File: src/rtl/tmr_pkg.sv
package tmr_pkg;

    localparam int BYTE_W  = 8;
    localparam int NBYTE   = 2;
    localparam int CNT_W   = BYTE_W * NBYTE;
    localparam int ADDR_W  = 3;
    localparam int SYNC_STAGES = 2;

    localparam logic [3:0] MODE_SEV = 4'b1011;
    localparam logic [ADDR_W-1:0] ADDR_OVF_CLR = ADDR_W'(2 * NBYTE);

    typedef logic [CNT_W-1:0]  cnt_t;
    typedef logic [BYTE_W-1:0] byte_t;

    typedef struct packed {
        logic [NBYTE-1:0] cnt_we;
        logic [NBYTE-1:0] per_we;
        logic             ovf_clr;
    } wr_dec_t;

    function automatic wr_dec_t decode_wr(input logic en, input logic [ADDR_W-1:0] a);
        wr_dec_t d;
        d = '0;
        if (en) begin
            for (int i = 0; i < NBYTE; i++) begin
                if (a == ADDR_W'(i))         d.cnt_we[i] = 1'b1;
                if (a == ADDR_W'(NBYTE + i)) d.per_we[i] = 1'b1;
            end
            d.ovf_clr = (a == ADDR_OVF_CLR);
        end
        return d;
    endfunction

endpackage

File: src/rtl/tmr_tick_gen.sv
module tmr_tick_gen
    import tmr_pkg::*;
#(
    parameter int STAGES = SYNC_STAGES
) (
    input  logic clk,
    input  logic rst,
    input  logic en,
    input  logic src_ext,
    input  logic nosync,
    input  logic ext_clk,
    output logic tick,
    output logic async_mode
);
    logic [STAGES:0] sync_q;
    logic            raw_prev;
    logic            sync_edge;
    logic            raw_edge;
    logic            ext_edge;

    always_ff @(posedge clk) begin
        if (rst) sync_q[0] <= 1'b0;
        else     sync_q[0] <= ext_clk;
    end

    for (genvar s = 1; s <= STAGES; s++) begin : g_sync
        always_ff @(posedge clk) begin
            if (rst) sync_q[s] <= 1'b0;
            else     sync_q[s] <= sync_q[s-1];
        end
    end

    always_ff @(posedge clk) begin
        if (rst) raw_prev <= 1'b0;
        else     raw_prev <= ext_clk;
    end

    assign sync_edge  = sync_q[STAGES-1] & ~sync_q[STAGES];
    assign raw_edge   = ext_clk & ~raw_prev;
    assign ext_edge   = nosync ? raw_edge : sync_edge;
    assign tick       = en & (src_ext ? ext_edge : 1'b1);
    assign async_mode = src_ext & nosync;
endmodule

File: src/rtl/tmr_compare.sv
module tmr_compare
    import tmr_pkg::*;
(
    input  logic    clk,
    input  logic    rst,
    input  wr_dec_t dec,
    input  byte_t   wr_data,
    input  logic [3:0] mode,
    input  cnt_t    count,
    input  logic    blocked,
    output cnt_t    period,
    output logic    hit,
    output logic    sev_fire
);
    for (genvar g = 0; g < NBYTE; g++) begin : g_per
        always_ff @(posedge clk) begin
            if (rst)
                period[g*BYTE_W +: BYTE_W] <= '1;
            else if (dec.per_we[g])
                period[g*BYTE_W +: BYTE_W] <= wr_data;
        end
    end

    assign hit      = (mode == MODE_SEV) && (count == period);
    assign sev_fire = hit & ~blocked;
endmodule

File: src/rtl/tmr_counter.sv
module tmr_counter
    import tmr_pkg::*;
(
    input  logic    clk,
    input  logic    rst,
    input  logic    tick,
    input  logic    sev_fire,
    input  wr_dec_t dec,
    input  byte_t   wr_data,
    output cnt_t    count,
    output logic    ovf
);
    cnt_t written;
    cnt_t cnt_nxt;
    logic any_wr;
    logic ovf_set;

    for (genvar g = 0; g < NBYTE; g++) begin : g_lane
        assign written[g*BYTE_W +: BYTE_W] =
            dec.cnt_we[g] ? wr_data : count[g*BYTE_W +: BYTE_W];
    end

    assign any_wr = |dec.cnt_we;

    always_comb begin
        cnt_nxt = count;
        ovf_set = 1'b0;
        if (any_wr) begin
            cnt_nxt = written;
        end else if (tick) begin
            if (sev_fire) begin
                cnt_nxt = '0;
            end else begin
                cnt_nxt = count + 1'b1;
                ovf_set = (count == '1);
            end
        end
    end

    always_ff @(posedge clk) begin
        if (rst) begin
            count <= '0;
            ovf   <= 1'b0;
        end else begin
            count <= cnt_nxt;
            ovf   <= ovf_set | (ovf & ~dec.ovf_clr);
        end
    end
endmodule

File: src/rtl/period_timer.sv
module period_timer
    import tmr_pkg::*;
(
    input  logic              clk,
    input  logic              rst,
    input  logic              en,
    input  logic              src_ext,
    input  logic              nosync,
    input  logic [3:0]        mode,
    input  logic              ext_clk,
    input  logic              wr_en,
    input  logic [ADDR_W-1:0] wr_addr,
    input  logic [BYTE_W-1:0] wr_data,
    input  logic [ADDR_W-1:0] rd_addr,
    output logic [BYTE_W-1:0] rd_data,
    output logic [CNT_W-1:0]  count,
    output logic              ovf,
    output logic              cmp_hit
);
    wr_dec_t dec;
    cnt_t    per_w;
    cnt_t    cnt_w;
    logic    tick;
    logic    async_mode;
    logic    sev_fire;

    assign dec = decode_wr(wr_en, wr_addr);

    tmr_tick_gen #(.STAGES(SYNC_STAGES)) u_tick (
        .clk        (clk),
        .rst        (rst),
        .en         (en),
        .src_ext    (src_ext),
        .nosync     (nosync),
        .ext_clk    (ext_clk),
        .tick       (tick),
        .async_mode (async_mode)
    );

    tmr_compare u_cmp (
        .clk      (clk),
        .rst      (rst),
        .dec      (dec),
        .wr_data  (wr_data),
        .mode     (mode),
        .count    (cnt_w),
        .blocked  (async_mode),
        .period   (per_w),
        .hit      (cmp_hit),
        .sev_fire (sev_fire)
    );

    tmr_counter u_cnt (
        .clk      (clk),
        .rst      (rst),
        .tick     (tick),
        .sev_fire (sev_fire),
        .dec      (dec),
        .wr_data  (wr_data),
        .count    (cnt_w),
        .ovf      (ovf)
    );

    assign count = cnt_w;

    always_comb begin
        rd_data = '0;
        for (int i = 0; i < NBYTE; i++) begin
            if (rd_addr == ADDR_W'(i))
                rd_data = cnt_w[i*BYTE_W +: BYTE_W];
            if (rd_addr == ADDR_W'(NBYTE + i))
                rd_data = per_w[i*BYTE_W +: BYTE_W];
        end
    end
endmodule

File: config.mk
export PLATFORM = sky130hd
export DESIGN_NAME = period_timer
export DESIGN_NICKNAME = d
export VERILOG_FILES = /design/src/rtl/tmr_pkg.sv /design/src/rtl/tmr_tick_gen.sv /design/src/rtl/tmr_compare.sv /design/src/rtl/tmr_counter.sv /design/src/rtl/period_timer.sv
export SDC_FILE = /design/constraint.sdc
export NUM_CORES = 1
export LEC_CHECK = 0
export CORE_MARGIN = 2
export CORE_UTILIZATION = 65
export CTS_BUF_LIST = sky130_fd_sc_hd__clkbuf_8
export DETAILED_ROUTE_END_ITERATION = 12
export DONT_BUFFER_PORTS = 1
export PLACE_DENSITY = 0.81
export SYNTH_ARGS = -nofsm -noshare
export SYNTH_HDL_FRONTEND = slang
export SYNTH_SLANG_ARGS = --single-unit
File: constraint.sdc
create_clock -name clk -period 2.4 [get_ports clk]
set_input_delay 0.48 -clock clk [delete_from_list [all_inputs] [get_ports clk]]
set_output_delay 0.48 -clock clk [all_outputs]
set_load 0.03 [all_outputs]
After elaboration in Yosys (flattened, before gate mapping) --
Cells that the tools add are included.
Word-level totals: register bits 36, input bits 25, output and inout bits 26, word-level logic and storage cells 58
Cells by class: add/subtract/negate cells 1, eq/ne operators 12, muxes and demuxes 19, bitwise logic cells 11, reductions and logical operators 7
Operators with widths (number):
- $mux 16 | 3
- $mux 8 | 6
- $add 16x1->16 const B | 1
- $eq 16x16->1 | 1
- $eq 16x16->1 const B | 1
- $eq 3x2->1 const B | 4
- $mux 1 | 9
- $and 1x1->1 | 6
- $eq 3x1->1 const B | 2
- $logic_not 3->1 | 2
- $mux 5 | 1
- $eq 4x4->1 const B | 1
- $ne 2x1->1 const B | 2
- $not 1->1 | 4
- $reduce_and 2->1 | 2
- $eq 3x3->1 const B | 1
- $reduce_bool 2->1 | 1
- $reduce_or 2->1 | 1
- $logic_and 1x1->1 | 1
- $or 1x1->1 | 1

Longest topological paths before layout --
depth in word-level cells 8, mapped depth 8, mapped depth without buffers 6

Cells and area by module --
From an unflattened synthesis, not the netlist that was laid out.
Second synthesis, totals: cells, all modules 261, area total of the unflattened synthesis 2301.0 um2
Modules (own cells, without submodules):
- tmr_counter | times used 1, cells each 138, area each 1104.8 um2, sequential area each 340.3 um2
- tmr_compare | times used 1, cells each 76, area each 774.5 um2, sequential area each 320.3 um2
- period_timer | times used 1, cells each 36, area each 309.0 um2, sequential area each 0.0 um2
- tmr_tick_gen | times used 1, cells each 11, area each 112.6 um2, sequential area each 60.1 um2

Worst setup path before layout --
Ideal clock, no wire load.
path type flip-flop to output port, start point register u_cnt.count[3], end point output port cmp_hit, arrival time 1.864 ns, data required time 1.920 ns, setup slack 0.056 ns, stages on the path, launching flop included 6, path buffers 1, cell sequence dfxtp_1 > clkbuf_1 > xnor2_1 > nand4_1 > nor4_1 > nor2b_1
On the way: word-level cells in the longest chain between the ends 2
RTL lines:
- start: declaration | RTL line tmr_counter.sv:10 | output cnt_t count,
- start signal: assignment | RTL line tmr_counter.sv:45 | count <= cnt_nxt;
- $eq 16x16->1 | RTL line tmr_compare.sv:24 | assign hit = (mode == MODE_SEV) && (count == period);
- $logic_and 1x1->1 | RTL line tmr_compare.sv:24
- end: declaration | RTL line period_timer.sv:18 | output logic cmp_hit
No other way between the ends.

Worst setup path after layout --
start point register u_cmp.period[3], end point output port cmp_hit
On the way: word-level cells in the longest chain between the ends 2
RTL lines:
- start: declaration | RTL line tmr_compare.sv:11 | output cnt_t period,
- start signal: indexed assignment | RTL line tmr_compare.sv:20 | period[g*BYTE_W +: BYTE_W] <= wr_data;
- $eq 16x16->1 | RTL line tmr_compare.sv:24
- $logic_and 1x1->1 | RTL line tmr_compare.sv:24
No other way between the ends.

==> flow_metrics.py <==
metrics = {
    "run_status": {
        "status": "finished clean",
    },
    "cells_and_area": {
        "n_antenna_cell": 0,
        "final_nets": 316,
        "layout.area.seq_um2": 722,
        "fillers": 272,
        "syn_to_final_growth_pct": 13.8,
        "final_util": 0.762,
        "final_area_um2": 2520,
        "drive_above_1_share": 0.177,
        "multi_input_area_um2": 1420,
    },
    "cts": {
        "clk_latency_ns": 0.28,
        "cts.reportedPaths.clkPinSlew_ns": 0.07,
        "cts_tree": "done",
        "cts_root_buf": "clkbuf_8",
        "clock_tree.buffer_depth": 2,
        "cts_hold_buf": 0,
        "cts-htree-levels": 2,
        "clock-sinks": 36,
        "numCtsBuffers": 5,
    },
    "logic_synthesis": {
        "synth_top_family_by_area": "simple AND/OR/NAND/NOR gates",
        "yosysWarnings": 0,
        "ys_seq_elements": 36,
        "synth_area_leaders": "dfxtp_1 33%, mux4_2 8.1%, nor2b_1 7.3%, nand2_1 6.6%, xnor2_1 6.3%",
        "synth.distinct_cells": 35,
        "synthXorXnorAreaFrac": 0.0632,
        "yosysTopAreaCell": "dfxtp_1",
        "synth.top_cell.area_share": 0.325,
        "synthAdderAreaFrac": 0.00565,
        "synthMuxAreaShare": 0.0813,
        "synth_nets": 297,
        "synthSimpleGateAreaFrac": 0.340,
        "avgSynthCellArea_um2": 8.18,
        "syn_area_um2": 2220,
        "synth_compound_area_frac": 0.145,
        "syn_inst": 271,
        "ys_seq_area_frac": 0.325,
    },
    "route": {
        "vias_per_cell": 6.60,
        "wl_um": 6110,
        "drc_errors": 0,
        "drtIter0Drc": 201,
        "final_antenna_net_count": 0,
        "dr.pass1.iters": 5,
        "wire_per_inst_um": 18.3,
        "vias": 2205,
    },
    "sta": {
        "max_freq_ghz": 0.441,
        "min_period_over_period": 0.945,
        "tns_ns": 0,
        "finalHoldViolCount": 0,
        "fin_crit_ns": 2.27,
        "whs_ns": 0.256,
        "relSlewSlack": 0.176,
        "grt_setup_unrepaired": "false",
        "setup_viol": 0,
        "setup_slack_ns": 0.133,
        "fin_skew_ns": 0.00615,
        "maxSlewViolCount": 0,
        "worst_pin_slew_ns": 1.24,
    },
    "setup_path": {
        "start_kind": "flop",
        "worst_ep_required_time_ns": 1.92,
        "arrival_ns": 1.79,
        "crit_path_end_kind": "primary output",
        "crit_slowest_cell": "dfxtp_1",
        "path_class": "reg -> out",
        "path_max_fanout": 3,
        "path_buf_inv": 2,
        "timing.rr.end": "u_cnt.count[8]",
        "r2r_setup_slack_ns": 0.34,
        "slowest_delay_ns": 0.37,
        "crit_path_cell_trace": "xnor2_1 > nand4_1 > nor4_2 > buf_4 > nor2b_1 > buf_4",
        "rr_startpoint": "u_tick.sync_q[1]",
        "crit_family": "simple AND/OR/NAND/NOR gates",
        "cp_common_cell": "buf_4",
        "reg2reg_depth": 6,
    },
    "global_routing": {
        "antenna_found_initial": 0,
        "grt_pass1_vias": 2091,
        "overflow": 0,
        "grt_pass1_wl_um": 10000,
        "grt_max_degree": 37,
        "grt_use_total": 0.330,
    },
    "placement": {
        "dpl_cell_area_um2": 2440,
        "gp_congestion": 0.934,
        "hpwl_um": 4310,
        "dp_slack_ns": 0.150,
        "portBuffers": 0,
    },
    "min_path": {
        "hold_start": "rst",
        "whs_path_depth": 1,
        "whs_endpoint": "u_cnt.count[14]",
        "hold_path_class": "in -> reg",
    },
    "floorplanning": {
        "dieWidth_um": 62.4,
        "die_h_um": 62.4,
        "core-area_um2": 3310,
        "initial_utilization": 0.669,
        "std_cell_rows": 21,
        "io-pin-count": 51,
        "dieArea_um2": 3890,
    },
    "power": {
        "irDropWorstVdd_mv": 0.405,
        "powerDensity_nw_per_um2": 531,
        "leakagePower_nw": 0.900,
    },
    "job": {
        "max_cap_viol_count": 0,
    },
}
[stage by stage]
stage / power, mW / instances
6_report: 1.34 / 334
5_1_grt: 1.40 / 334
4_1_cts: 1.34 / 334
3_5_place_dp: 0.965 / 329
3_3_place_gp: 0.960 / 329
2_1_floorplan: 0.895 / 271
[flip-flops by register name, summed over array words and instances, names as in the netlist]
name             flops
u_cnt.ovf            1
u_tick.raw_prev      1
u_cmp.period        16
u_cnt.count         16
u_tick.sync_q        2
[layout by cell type, fill, tap and decap left out, types with 2 or more instances in the layout]
cell / count
nor2b_1: 26
dfxtp_1: 35
and2_1: 5
buf_4: 32
a31oi_1: 13
a221oi_1: 2
nor2_1: 5
and3_1: 6
nor3b_1: 2
nand3b_1: 9
clkbuf_8: 5
nand4_1: 6
nand2_1: 39
and4_1: 3
nor3_1: 11
clkinv_1: 2
xnor2_1: 15
o31a_1: 2
o21ai_1: 6
a21oi_1: 12
nand3_1: 21
mux4_2: 8
a211o_1: 8
[routing by layer]
metal | vias up | wire length [µm] | global-route usage
met5 | - | 0 | 0
met4 | 0 | 166 | 0.131
met3 | 16 | 626 | 0.0955
met2 | 127 | 2880 | 0.533
met1 | 1047 | 2430 | 0.418
li1 | 1015 | - | -
[synthesized netlist by cell type]
library cell	number
a211o_1	8
a211oi_1	1
a21oi_1	12
a21oi_2	1
a221oi_1	2
a311oi_2	1
a31oi_1	13
a41oi_1	1
and2_1	5
and3_1	6
and4_1	3
buf_2	1
clkbuf_1	19
clkinv_1	2
dfxtp_1	36
ha_1	1
inv_1	1
mux4_2	8
nand2_1	39
nand3_1	21
nand3b_1	9
nand4_1	6
nor2_1	5
nor2b_1	26
nor3_1	11
nor3b_1	2
nor3b_2	1
nor4_1	2
o21ai_0	1
o21ai_1	6
o31a_1	2
or2_1	1
or3b_1	1
or4b_1	1
xnor2_1	16
[area by class of cell]
class                           instances  area share
Sequential cell                        36       0.286
Clock buffer                            5      0.0273
Tap cell                               46      0.0228
Inverter                                3     0.00447
Multi-Input combinational cell        212       0.564
Timing Repair Buffer                   32      0.0953
[power breakdown]
part	switching, mW	leakage (nW)	internal [mW]	total, mW
Sequential	0.0291	0.293	0.628	0.658
Combinational	0.170	0.571	0.132	0.301
Clock	0.192	0.0359	0.187	0.379
Total	0.391	0.900	0.947	1.34
[worst max path at each step]
stage,start,endpoint,depth (start not counted)
2_1_floorplan,u_cnt.count[3],cmp_hit,5
3_3_place_gp,wr_en,u_cnt.count[14],6
3_5_place_dp,wr_en,u_cnt.count[8],6
4_1_cts,u_cnt.count[0],cmp_hit,6
5_1_grt,u_cmp.period[12],cmp_hit,6
6_report,u_cmp.period[3],cmp_hit,6
[logic make-up (layout without fill, tap and decap cells)]
logic type | after synthesis | count (layout)
muxes | 8 | 8
xor gates and xnor gates | 16 | 16
AOI/OAI and AO/OA | 48 | 48
adders and majority gates | 1 | 1
and+or+nand+nor | 139 | 139
buffers and inverters | 23 | 40
DFF | 36 | 36
[what timing repair did]
| action | 4_1_cts | 5_1_grt |
|---|---|---|
| setup buffers | 0 | 0 |
| pin swaps | 0 | 3 |
| hold endpoints to repair | 0 | 0 |
| setup endpoints to repair | 1 | 1 |
| gates resized for setup | 1 | 2 |
No activity file was read; power rests on OpenSTA's default activity.
